===== config.mk =====
export PLATFORM = sky130hd
export DESIGN_NAME = cpumap_legacy_port
export DESIGN_NICKNAME = d
export VERILOG_FILES = /design/src/rtl/cpumap_pkg.sv /design/src/rtl/cpumap_store.sv /design/src/rtl/cpumap_reader.sv /design/src/rtl/cpumap_mode.sv /design/src/rtl/cpumap_event.sv /design/src/rtl/cpumap_legacy_port.sv
export SDC_FILE = /design/constraint.sdc
export NUM_CORES = 1
export LEC_CHECK = 0
export ABC_AREA = 1
export BUFFER_PORTS_ARGS = -buffer_cell sky130_fd_sc_hd__buf_2
export CORE_MARGIN = 2
export CORE_UTILIZATION = 45
export DETAILED_ROUTE_END_ITERATION = 8
export PLACE_DENSITY = 0.74
export SYNTH_ARGS = -nofsm -noshare
export SYNTH_HDL_FRONTEND = slang
export SYNTH_SLANG_ARGS = --single-unit

===== constraint.sdc =====
create_clock -name clk -period 2 [get_ports clk]
set_input_delay 0.3 -clock clk [delete_from_list [all_inputs] [get_ports clk]]
set_output_delay 0.3 -clock clk [all_outputs]
set_load 0.02 [all_outputs]

===== src/rtl/cpumap_pkg.sv =====
package cpumap_pkg;

    localparam int BYTE_W      = 8;
    localparam int SWITCH_BYTES = 4;   // first 32-bit word of the map

    typedef enum logic [1:0] {
        ACC_IDLE  = 2'd0,
        ACC_READ  = 2'd1,
        ACC_WRITE = 2'd2
    } acc_kind_e;

    typedef struct packed {
        logic set;   // accepted hot-add this cycle
        logic clr;   // software clear strobe
        logic en;    // software enable
    } evt_ctl_t;

    function automatic acc_kind_e acc_kind(input logic valid, input logic write);
        if (!valid)      return ACC_IDLE;
        else if (write)  return ACC_WRITE;
        else             return ACC_READ;
    endfunction

    function automatic int bytes_for(input int bits);
        return (bits + BYTE_W - 1) / BYTE_W;
    endfunction

endpackage


===== src/rtl/cpumap_store.sv =====
module cpumap_store #(
    parameter int N_CPU = 64,
    parameter int ID_W  = 8
) (
    input  logic             clk,
    input  logic             rst,
    input  logic             set_en,
    input  logic [ID_W-1:0]  set_id,
    output logic [N_CPU-1:0] map_q
);
    // boot processor flag is fixed
    assign map_q[0] = 1'b1;

    for (genvar g = 1; g < N_CPU; g++) begin : g_bit
        always_ff @(posedge clk) begin
            if (rst)
                map_q[g] <= 1'b0;
            else if (set_en && (set_id == ID_W'(g)))
                map_q[g] <= 1'b1;
        end
    end
endmodule


===== src/rtl/cpumap_reader.sv =====
module cpumap_reader
    import cpumap_pkg::*;
#(
    parameter int N_CPU  = 64,
    parameter int ADDR_W = 5
) (
    input  logic              clk,
    input  logic              rst,
    input  logic              rd_en,
    input  logic [ADDR_W-1:0] addr,
    input  logic [N_CPU-1:0]  map,
    output logic [BYTE_W-1:0] rd_data
);
    localparam int NBYTES = bytes_for(N_CPU);
    localparam int PAD_W  = NBYTES * BYTE_W;
    localparam int IDX_W  = (NBYTES > 1) ? $clog2(NBYTES) : 1;

    logic [PAD_W-1:0]  padded;
    logic [BYTE_W-1:0] lanes [NBYTES];
    logic [BYTE_W-1:0] sel;
    logic [IDX_W-1:0]  idx;

    assign padded = PAD_W'(map);

    for (genvar g = 0; g < NBYTES; g++) begin : g_lane
        assign lanes[g] = padded[g*BYTE_W +: BYTE_W];
    end

    always_comb begin
        idx = IDX_W'(addr);
        sel = '0;
        if (32'(addr) < NBYTES)
            sel = lanes[idx];
    end

    always_ff @(posedge clk) begin
        if (rst)
            rd_data <= '0;
        else if (rd_en)
            rd_data <= sel;
    end
endmodule


===== src/rtl/cpumap_mode.sv =====
module cpumap_mode
    import cpumap_pkg::*;
#(
    parameter int ADDR_W = 5
) (
    input  logic              clk,
    input  logic              rst,
    input  logic              wr_en,
    input  logic [ADDR_W-1:0] addr,
    input  logic [BYTE_W-1:0] wdata,
    output logic              modern_q
);
    logic hit;

    assign hit = wr_en && (32'(addr) < SWITCH_BYTES) && (wdata == '0);

    always_ff @(posedge clk) begin
        if (rst)
            modern_q <= 1'b0;
        else if (hit)
            modern_q <= 1'b1;
    end
endmodule


===== src/rtl/cpumap_event.sv =====
module cpumap_event
    import cpumap_pkg::*;
(
    input  logic     clk,
    input  logic     rst,
    input  evt_ctl_t ctl,
    output logic     sts_q,
    output logic     irq
);
    always_ff @(posedge clk) begin
        if (rst)
            sts_q <= 1'b0;
        else if (ctl.set)
            sts_q <= 1'b1;        // a new event wins over a clear
        else if (ctl.clr)
            sts_q <= 1'b0;
    end

    assign irq = sts_q & ctl.en;
endmodule


===== src/rtl/cpumap_legacy_port.sv =====
module cpumap_legacy_port
    import cpumap_pkg::*;
#(
    parameter int N_CPU  = 64,
    parameter int ID_W   = 8,
    parameter int ADDR_W = 5
) (
    input  logic              clk,
    input  logic              rst,
    input  logic              acc_valid,
    input  logic              acc_write,
    input  logic [ADDR_W-1:0] acc_addr,
    input  logic [7:0]        acc_wdata,
    output logic [7:0]        rd_data,
    input  logic              plug_valid,
    input  logic [ID_W-1:0]   plug_id,
    input  logic              gpe_en,
    input  logic              gpe_clr,
    output logic              gpe_sts,
    output logic              sci,
    output logic              modern_mode
);
    acc_kind_e        kind;
    logic             accept;
    logic [N_CPU-1:0] map_q;
    evt_ctl_t         ctl;

    assign kind   = acc_kind(acc_valid, acc_write);
    assign accept = plug_valid && !modern_mode && (32'(plug_id) < N_CPU);

    assign ctl.set = accept;
    assign ctl.clr = gpe_clr;
    assign ctl.en  = gpe_en;

    cpumap_store #(.N_CPU(N_CPU), .ID_W(ID_W)) store_i (
        .clk    (clk),
        .rst    (rst),
        .set_en (accept),
        .set_id (plug_id),
        .map_q  (map_q)
    );

    cpumap_reader #(.N_CPU(N_CPU), .ADDR_W(ADDR_W)) reader_i (
        .clk     (clk),
        .rst     (rst),
        .rd_en   (kind == ACC_READ),
        .addr    (acc_addr),
        .map     (map_q),
        .rd_data (rd_data)
    );

    cpumap_mode #(.ADDR_W(ADDR_W)) mode_i (
        .clk      (clk),
        .rst      (rst),
        .wr_en    (kind == ACC_WRITE),
        .addr     (acc_addr),
        .wdata    (acc_wdata),
        .modern_q (modern_mode)
    );

    cpumap_event event_i (
        .clk   (clk),
        .rst   (rst),
        .ctl   (ctl),
        .sts_q (gpe_sts),
        .irq   (sci)
    );
endmodule


==> results of run 1 <==
[layout make-up]
cell class | count | area, um2
clock buffer | 9 | 124
clock inverter | 6 | 108
fill | 728 | 3430
inverter | 80 | 300
multi-input combinational | 307 | 1410
sequential | 73 | 1460
tap | 99 | 124
timing repair buffer | 45 | 255
[cell usage in the layout (no fill, tap or decap)]
master,n
inv_1,75
nor2_4,1
inv_2,4
nor2_2,1
nor2_1,21
nand3_1,86
o21ai_0,1
nand3_2,1
buf_12,1
nor4_1,1
buf_4,6
clkinvlp_4,1
nand2_1,115
a21oi_1,72
nor3_4,2
buf_2,38
clkinv_1,1
clkinv_2,2
a21oi_2,1
nand4_1,1
dfxtp_1,73
nor3_1,2
bufinv_16,3
or2_2,2
clkbuf_8,9
[per-stage QoR]
step | total power, uW | worst slack (ns) | instances
finish | 3100 | 0.702 | 619
global route | 3190 | 0.563 | 619
CTS | 3090 | 0.707 | 619
detailed placement | 1740 | 0.395 | 604
global placement | 1740 | 0.403 | 604
floorplan | 1660 | 0.837 | 485
[cells in the mapped netlist (all sizes together)]
cell type	number
o21ai	1
inv	79
or2	2
nand3	87
buf	22
nand2	115
dfxtp	73
nor4	1
clkinv	1
nor2	23
a21oi	73
nor3	4
nand4	1
clkbuf	3
[cell families after synthesis]
group,Yosys count,synth area share
AOI/OAI and AO/OA,74,0.112
buffers and inverters,105,0.137
DFF,73,0.439
and+or+nand+nor,233,0.312
[power breakdown]
group / leakage (uW) / internal [uW] / switching [uW] / total [uW]
combinational: 0.000840 / 76.2 / 180 / 256
sequential: 0.000588 / 1460 / 2.64 / 1460
clock: 0.000115 / 817 / 563 / 1380
total: 0.00154 / 2350 / 746 / 3100
[sequential cells by signal (all words and copies together) (netlist names)]
name              count
reader_i.rd_data      8
store_i.map_q        63
mode_i.modern_q       1
event_i.sts_q         1
[metal layers]
metal	global-route usage	share of wire
met2	0.368	0.49
met3	0.0486	0.058
met1	0.282	0.43
met4	0.0833	0.016
met5	0	0
[how the worst max path moves through the flow]
stage,startpoint,end
floorplan,mode_i.modern_q,store_i.map_q[59]
global placement,acc_addr[1],reader_i.rd_data[0]
detailed placement,acc_addr[1],reader_i.rd_data[0]
CTS,mode_i.modern_q,store_i.map_q[44]
global route,mode_i.modern_q,store_i.map_q[4]
finish,mode_i.modern_q,store_i.map_q[44]
[critical path: cells and delay by family (launching register included)]
kind | cells | cell delay [ns]
DFF | 1 | 0.31
and+or+nand+nor | 2 | 0.26
AOI/OAI and AO/OA | 1 | 0.17
buffers and inverters | 3 | 0.48
==> run summary, run 1 <==
Post-CTS Setup Bufs = 0
All-Layer GR Usage = 0.221
FF-to-FF setup slack = 0.70 ns
Gate Count Post-Synth = 485
Final hold vios = 0
Boundary pin count = 39
Utilization after layout = 0.524
TritonCTS clock tree = yes
Run status = complete, no violations
Syn_nets = 513
WL final = 8800 um
Seq cells post-synth = 73
Core Footprint = 7210 um2
Crit Path Max Fanout = 28
Worst-path clk slew = 0.07 ns
Final instance area = 3780 um2
Synth unique cells = 23
# port buffers = 38
Largest stage delay, worst path = 0.31 ns
Worst Max-Slew Pin Slew = 0.684 ns
Worst EP required = 2.28 ns
Hold Crit Class = in -> reg
Setup TNS = 0 ns
TritonCTS Buffers = 9
Cell Rows = 31
Initial Util = 0.461
RSZ-0062 raised after global routing = no
Ys Warns = 0
Slowest CP cell = dfxtp_1
Worst reg2reg startpoint = mode_i.modern_q
Area after DPL = 3550 um2
Die width = 90.0 um
DRC errors left = 0
Drt first-iter violations = 266
Avg WL per Cell = 14.2 um
Part of the Yosys area used for sequential elements = 0.439
Largest area contributor in the netlist = dfxtp_1
Worst reg2reg path endpoint = store_i.map_q[44]
Final Slew Violations = 0
Worst setup SP type = flop
Hold_ws = 0.187 ns
Nets = 544
Worst R2R Path Depth = 6
Vias = 3186
LEAKAGE = 0.00154 uW
Vias in the first global route = 2926
CTS Hold Bufs = 0
Worst skew pair latency = 0.36 ns
DR pass1 iterations = 5
Post-synth top area share = 0.439
Setup violations, final = 0
Post-route ant nets = 0
First-pass GRT wire length = 14200 um
Crit Path Class = reg -> reg
Gp weighted congestion = 0.860
Crit path capture type = flop
Min-Delay Path Depth = 4
Pin count of the biggest net entering global routing = 58
Max-Cap Viols = 0
Mean area per synthesized cell = 6.86 um2
Die Ht = 90.0 um
P&R area growth vs syn = 13.7%
Tcrit/Tclk final = 0.649
PostCTS Resize Cnt = 0
DP HPWL = 5650 um
Clk buf depth = 2
Die area = 8090 um2
Maximum clock rate = 770 MHz
Vias per inst = 5.15
Power density cells = 819 nW/um2
Tmin final = 1.30 ns
Initial antenna violation count = 0
Clock Root Buffer = clkbuf_8
WHS Endpoint = event_i.sts_q
Worst vdd ir = 0.633 mV
Antenna cells = 0
Hold Startpoint = gpe_clr
Total global routing overflow = 0
Share of cells above drive strength 1 = 0.138
Max-slew headroom = 0.543
Synth area leaders = dfxtp_1 (44%), nand2_1 (13%), nand3_1 (13%), a21oi_1 (11%), inv_1 (8.5%)
CP arrival = 1.58 ns
CTS Sinks = 73
Fin Clk Skew = 0.0123 ns
Crit path cell chain = inv_1 > nand3_2 > inv_2 > buf_4 > nand3_1 > a21oi_1
Mapped Area = 3330 um2
H-Tree Depth = 3
(Power assumes the default switching activity.)
==> inputs of run 2 (changes only) <==
--- a/config.mk
+++ b/config.mk
@@ -5,12 +5,12 @@
 export SDC_FILE = /design/constraint.sdc
 export NUM_CORES = 1
 export LEC_CHECK = 0
-export ABC_AREA = 1
+export ABC_AREA = 0
 export BUFFER_PORTS_ARGS = -buffer_cell sky130_fd_sc_hd__buf_2
 export CORE_MARGIN = 2
 export CORE_UTILIZATION = 45
 export DETAILED_ROUTE_END_ITERATION = 8
-export PLACE_DENSITY = 0.74
+export PLACE_DENSITY = 0.77
 export SYNTH_ARGS = -nofsm -noshare
 export SYNTH_HDL_FRONTEND = slang
 export SYNTH_SLANG_ARGS = --single-unit
==> constraint.sdc (replaced) <==
create_clock -name clk -period 1.1 [get_ports clk]
set_input_delay 0.165 -clock clk [delete_from_list [all_inputs] [get_ports clk]]
set_output_delay 0.165 -clock clk [all_outputs]
set_load 0.02 [all_outputs]
==> run summary, run 2 <==
Run status = finished with violations
Failing checks = negative setup slack
All-Layer GR Usage = 0.265
Multi-input gate area = 1750 um2
TritonCTS Buffers = 9
Worst Max-Slew Pin Slew = 0.733 ns
Most common cell after layout, fill and taps aside = nor2_1
Worst EP required = 1.39 ns
Post-placement cell count = 459
Maximum clock rate = 593 MHz
Crit Path Class = reg -> reg
Tcrit/Tclk final = 1.53
Worst setup SP type = flop
Gate Count Post-Synth = 324
Initial antenna violation count = 0
Filler cell count = 462
Core Footprint = 6460 um2
Drt first-iter violations = 275
Biggest regs = store_i.map_q: 63 flops, reader_i.rd_data: 8 flops
Vias per inst = 5.82
Hold_ws = 0.0788 ns
DP HPWL = 5590 um
Tot Pwr = 5790 uW
Power density cells = 1360 nW/um2
Final hold vios = 0
P&R area growth vs syn = 40.2%
Clock Root Buffer = clkbuf_8
Number of flops mapped to enable cells by yosys = 0
Pin count of the biggest net entering global routing = 22
Tmin final = 1.69 ns
Post-Layout Cell Count = 485
Synth unique cells = 32
CP arrival = 1.97 ns
Worst-path clk slew = 0.07 ns
Final Slew Violations = 0
Clk buf depth = 2
Total global routing overflow = 0
Count leader, synth = dfxtp_1
Seq cells post-synth = 73
First-pass GRT wire length = 14800 um
Ys Warns = 0
Vias in the first global route = 2938
Worst vdd ir = 0.972 mV
DR pass1 iterations = 4
Max-Cap Viols = 0
Most flop-heavy register = store_i.map_q
Worst skew pair latency = 0.36 ns
Synth cell count leaders = dfxtp_1 (73), nor2_1 (71), a21oi_1 (65)
TritonCTS clock tree = yes
Most frequent cells in the layout = nor2_1 (70), dfxtp_1 (65), a21oi_2 (42), buf_4 (41), buf_2 (30)
Antenna cells = 0
Avg WL per Cell = 19.0 um
Vias = 2825
Die Ht = 86.2 um
Syn_nets = 352
Post-route ant nets = 0
Fin Clk Skew = 0.00506 ns
DRC errors left = 0
Mean area per synthesized cell = 9.38 um2
Most used DFF post-synth = dfxtp_1
Post-synth top area share = 0.481
Setup violations, final = 72
Register Area = 1470 um2
Gp weighted congestion = 0.827
Part of the Yosys area used for sequential elements = 0.481
CTS Sinks = 73
# port buffers = 38
Synth area leaders = dfxtp_1 (48%), a21oi_1 (11%), nor2_1 (8.8%), mux2i_1 (5.6%), mux4_2 (5.2%)
Max-slew headroom = 0.508
WL final = 9220 um
Setup slack after layout = -0.586 ns
Share of cells above drive strength 1 = 0.458
Boundary pin count = 39
Die area = 7430 um2
Crit Path Max Fanout = 7
Max reg flops = 63
Hold Crit Class = in -> reg
Initial Util = 0.471
Nets = 431
Crit path capture type = flop
RSZ-0062 raised after global routing = yes
Async S/R FF share, synth = 0
LEAKAGE = 0.00169 uW
Mapped Area = 3040 um2
Die width = 86.2 um
Largest area contributor in the netlist = dfxtp_1
H-Tree Depth = 3
Cell Rows = 29
-- run 2: cell count changes in the layout (fill, tap and decap cells not counted), moves of 9 or more --
| cell | delta |
|---|---|
| a21oi_2 | +41 |
| inv_1 | -75 |
| nand3_1 | -85 |
| nor3_1 | +10 |
| a21oi_1 | -49 |
| nand2_1 | -112 |
| buf_4 | +35 |
| buf_6 | +9 |
| mux2i_1 | +17 |
| a22oi_1 | +14 |
| nor2_1 | +49 |
-- run 2: repair_timing --
action	in CTS	in global routing
buffers inserted	7	5
cloned	3	0
endpoints found under the setup margin	65	81
hold buffers	0	0
pin swaps	40	27
resized for setup	47	37
-- run 2: layout make-up --
class	instances	share of cell area
Clock buffer	10	0.0323
Tap cell	77	0.0226
Timing Repair Buffer	87	0.164
Sequential cell	73	0.345
Multi-Input combinational cell	232	0.411
Clock inverter	6	0.0247
-- run 2: per-stage QoR --
stage / setup WS (ns) / utilization / area [um2] / setup TNS [ns]
after floorplan: -0.441 / - / 3150 / -15.72
after detailed placement: -0.524 / 0.573 / 3700 / -25.56
after global placement: -0.466 / 0.573 / 3700 / -23.05
final: -0.586 / 0.660 / 4260 / -21.06
after global routing: -0.619 / 0.660 / 4260 / -23.97
after CTS: -0.536 / 0.644 / 4160 / -20.27
-- run 2: per-layer routing --
layer	global-route usage	vias to the layer above	routed length [um]
met5	0	-	0
met4	0.118	0	392
met1	0.328	1367	3870
met3	0.0686	38	556
met2	0.436	99	4410
li1	-	1321	-
-- run 2: logic make-up after synthesis --
kind of cell,after synthesis,share of synthesized area
mux,24,0.108
simple gates,118,0.211
flops,73,0.481
compound gates,88,0.164
buf+inv,21,0.0358
-- run 2: critical path: stages, from the launching register on --
cell and delay, ns:
dfxtp_2 0.33, or4b_4 0.51, buf_12 0.17, buf_4 0.14, nor3_4 0.14, buf_4 0.14
a21oi_1 0.06, nor2_1 0.12
-- run 2: path summary, 6_finish.rpt --
path / start / to / slack, ns / cells after the start
hold / removal: gpe_clr / event_i.sts_q / 0.08 / 3
setup reg to reg: mode_i.modern_q / store_i.map_q[15] / -0.59 / 7
hold reg to reg: reader_i.rd_data[0] / reader_i.rd_data[0] / 0.47 / 2
setup / recovery: mode_i.modern_q / store_i.map_q[15] / -0.59 / 7
-- run 2: power breakdown --
part | switching, uW | internal (uW) | leakage [uW]
registers | 5.30 | 2650 | 0.000592
logic | 296 | 235 | 0.000971
clock network | 1050 | 1560 | 0.000126
total | 1350 | 4440 | 0.00169
==> inputs of run 3 (changes only) <==
--- a/config.mk
+++ b/config.mk
@@ -8,9 +8,10 @@
 export ABC_AREA = 0
 export BUFFER_PORTS_ARGS = -buffer_cell sky130_fd_sc_hd__buf_2
 export CORE_MARGIN = 2
-export CORE_UTILIZATION = 45
+export CORE_UTILIZATION = 40
 export DETAILED_ROUTE_END_ITERATION = 8
-export PLACE_DENSITY = 0.77
+export PLACE_DENSITY = 0.69
+export SETUP_SLACK_MARGIN = 0.15
 export SYNTH_ARGS = -nofsm -noshare
 export SYNTH_HDL_FRONTEND = slang
 export SYNTH_SLANG_ARGS = --single-unit
==> constraint.sdc (replaced) <==
create_clock -name clk -period 2.1 [get_ports clk]
set_input_delay 0.315 -clock clk [delete_from_list [all_inputs] [get_ports clk]]
set_output_delay 0.315 -clock clk [all_outputs]
set_load 0.02 [all_outputs]
==> run summary, run 3 (same netlist as run 2, synthesis figures left out) <==
Worst EP required = 2.38 ns
P&R area growth vs syn = 16.8%
Avg WL per Cell = 16.4 um
Fin Clk Skew = 0.00625 ns
Hold Crit Class = in -> reg
Biggest regs = store_i.map_q: 63 flops, reader_i.rd_data: 8 flops
RSZ-0062 raised after global routing = no
TritonCTS clock tree = yes
Slowest CP cell = or4b_1
Post-CTS Setup Bufs = 0
Most frequent cells in the layout = dfxtp_1 (73), nor2_1 (71), a21oi_1 (65), buf_2 (38), mux2i_1 (17)
Cell Rows = 31
Max-slew headroom = 0.589
Setup TNS = 0 ns
LEAKAGE = 0.00139 uW
Run status = complete, no violations
CTS Hold Bufs = 0
Antenna cells = 0
Initial Util = 0.417
Vias per inst = 5.47
Die Ht = 91.2 um
Multi-input gate area = 1470 um2
Crit path capture type = flop
Clock Root Buffer = clkbuf_8
CP arrival = 2.11 ns
Register Area = 1460 um2
Filler cell count = 711
Worst Max-Slew Pin Slew = 0.616 ns
Most common cell after layout, fill and taps aside = dfxtp_1
Power density cells = 748 nW/um2
Tmin final = 1.83 ns
PostCTS Resize Cnt = 0
Vias = 2569
TritonCTS Buffers = 9
Initial antenna violation count = 0
Worst-path clk slew = 0.07 ns
CTS Sinks = 73
Maximum clock rate = 545 MHz
H-Tree Depth = 3
Post-Layout Cell Count = 470
DR pass1 iterations = 4
All-Layer GR Usage = 0.191
Max reg flops = 63
Gp weighted congestion = 0.781
First-pass GRT wire length = 12400 um
Crit path cell chain = or4b_1 > nor4_4 > a21oi_1 > nor2_1
Max-Cap Viols = 0
Most flop-heavy register = store_i.map_q
Worst skew pair latency = 0.34 ns
Share of cells above drive strength 1 = 0.224
Vias in the first global route = 2430
Total global routing overflow = 0
Largest stage delay, worst path = 0.80 ns
Crit Path Max Fanout = 8
Tcrit/Tclk final = 0.873
# port buffers = 38
Core Footprint = 7290 um2
Final Slew Violations = 0
Post-placement cell count = 454
Clk buf depth = 2
Tot Pwr = 2650 uW
Final hold vios = 0
Drt first-iter violations = 172
Nets = 394
Worst vdd ir = 0.379 mV
Worst setup SP type = flop
Boundary pin count = 39
Die width = 91.2 um
DP HPWL = 5150 um
Crit Path Class = reg -> reg
WL final = 7710 um
Setup violations, final = 0
Die area = 8310 um2
Post-route ant nets = 0
Utilization after layout = 0.487
Pin count of the biggest net entering global routing = 74
DRC errors left = 0
## run 3: cell types whose count changed in the layout (fill, tap and decap cells not counted), sizes merged
cell and delta:
and3b -2, buf -35, clkbuf +3, bufinv -2, clkinv -1
## run 3: worst paths after layout
kind                  startpoint             endpoint  slack [ns]  depth (start not counted)
max reg2reg      mode_i.modern_q    store_i.map_q[36]        0.27                          4
min                      gpe_clr        event_i.sts_q        0.24                          3
min reg2reg  reader_i.rd_data[0]  reader_i.rd_data[0]        0.45                          2
max              mode_i.modern_q    store_i.map_q[36]        0.27                          4
## run 3: final cells by class
type	count	share of cell area
multi-input cells	230	0.414
flip-flops and latches	73	0.412
repair buffers	52	0.0867
clock buffers	13	0.0419
well taps	99	0.0349
clock inverters	3	0.0113
## run 3: through the flow
step	setup WS [ns]	area (um2)	hold WS [ns]
detailed placement	0.200	3360	0.447
CTS	0.253	3550	0.235
global placement	0.240	3360	0.440
finish	0.267	3550	0.243
global route	0.164	3550	0.236
floorplan	0.466	3040	0.431
## run 3: power by group
part           internal (uW)  switching (uW)
clock network            579             489
logic                   69.1             127
registers               1390            2.37
## run 3: critical path: cells and delay by family, from the launching register on
kind            cells  cell delay (ns)
simple gates        3             1.28
compound gates      1             0.13
flops               1             0.35
## run 3: per-layer routing
metal | GRT usage | vias to the layer above | share of wire
met4 | 0.0543 | 0 | 0.016
met2 | 0.299 | 84 | 0.46
met1 | 0.257 | 1229 | 0.46
met5 | 0 | - | 0
met3 | 0.0531 | 12 | 0.068
li1 | - | 1244 | -
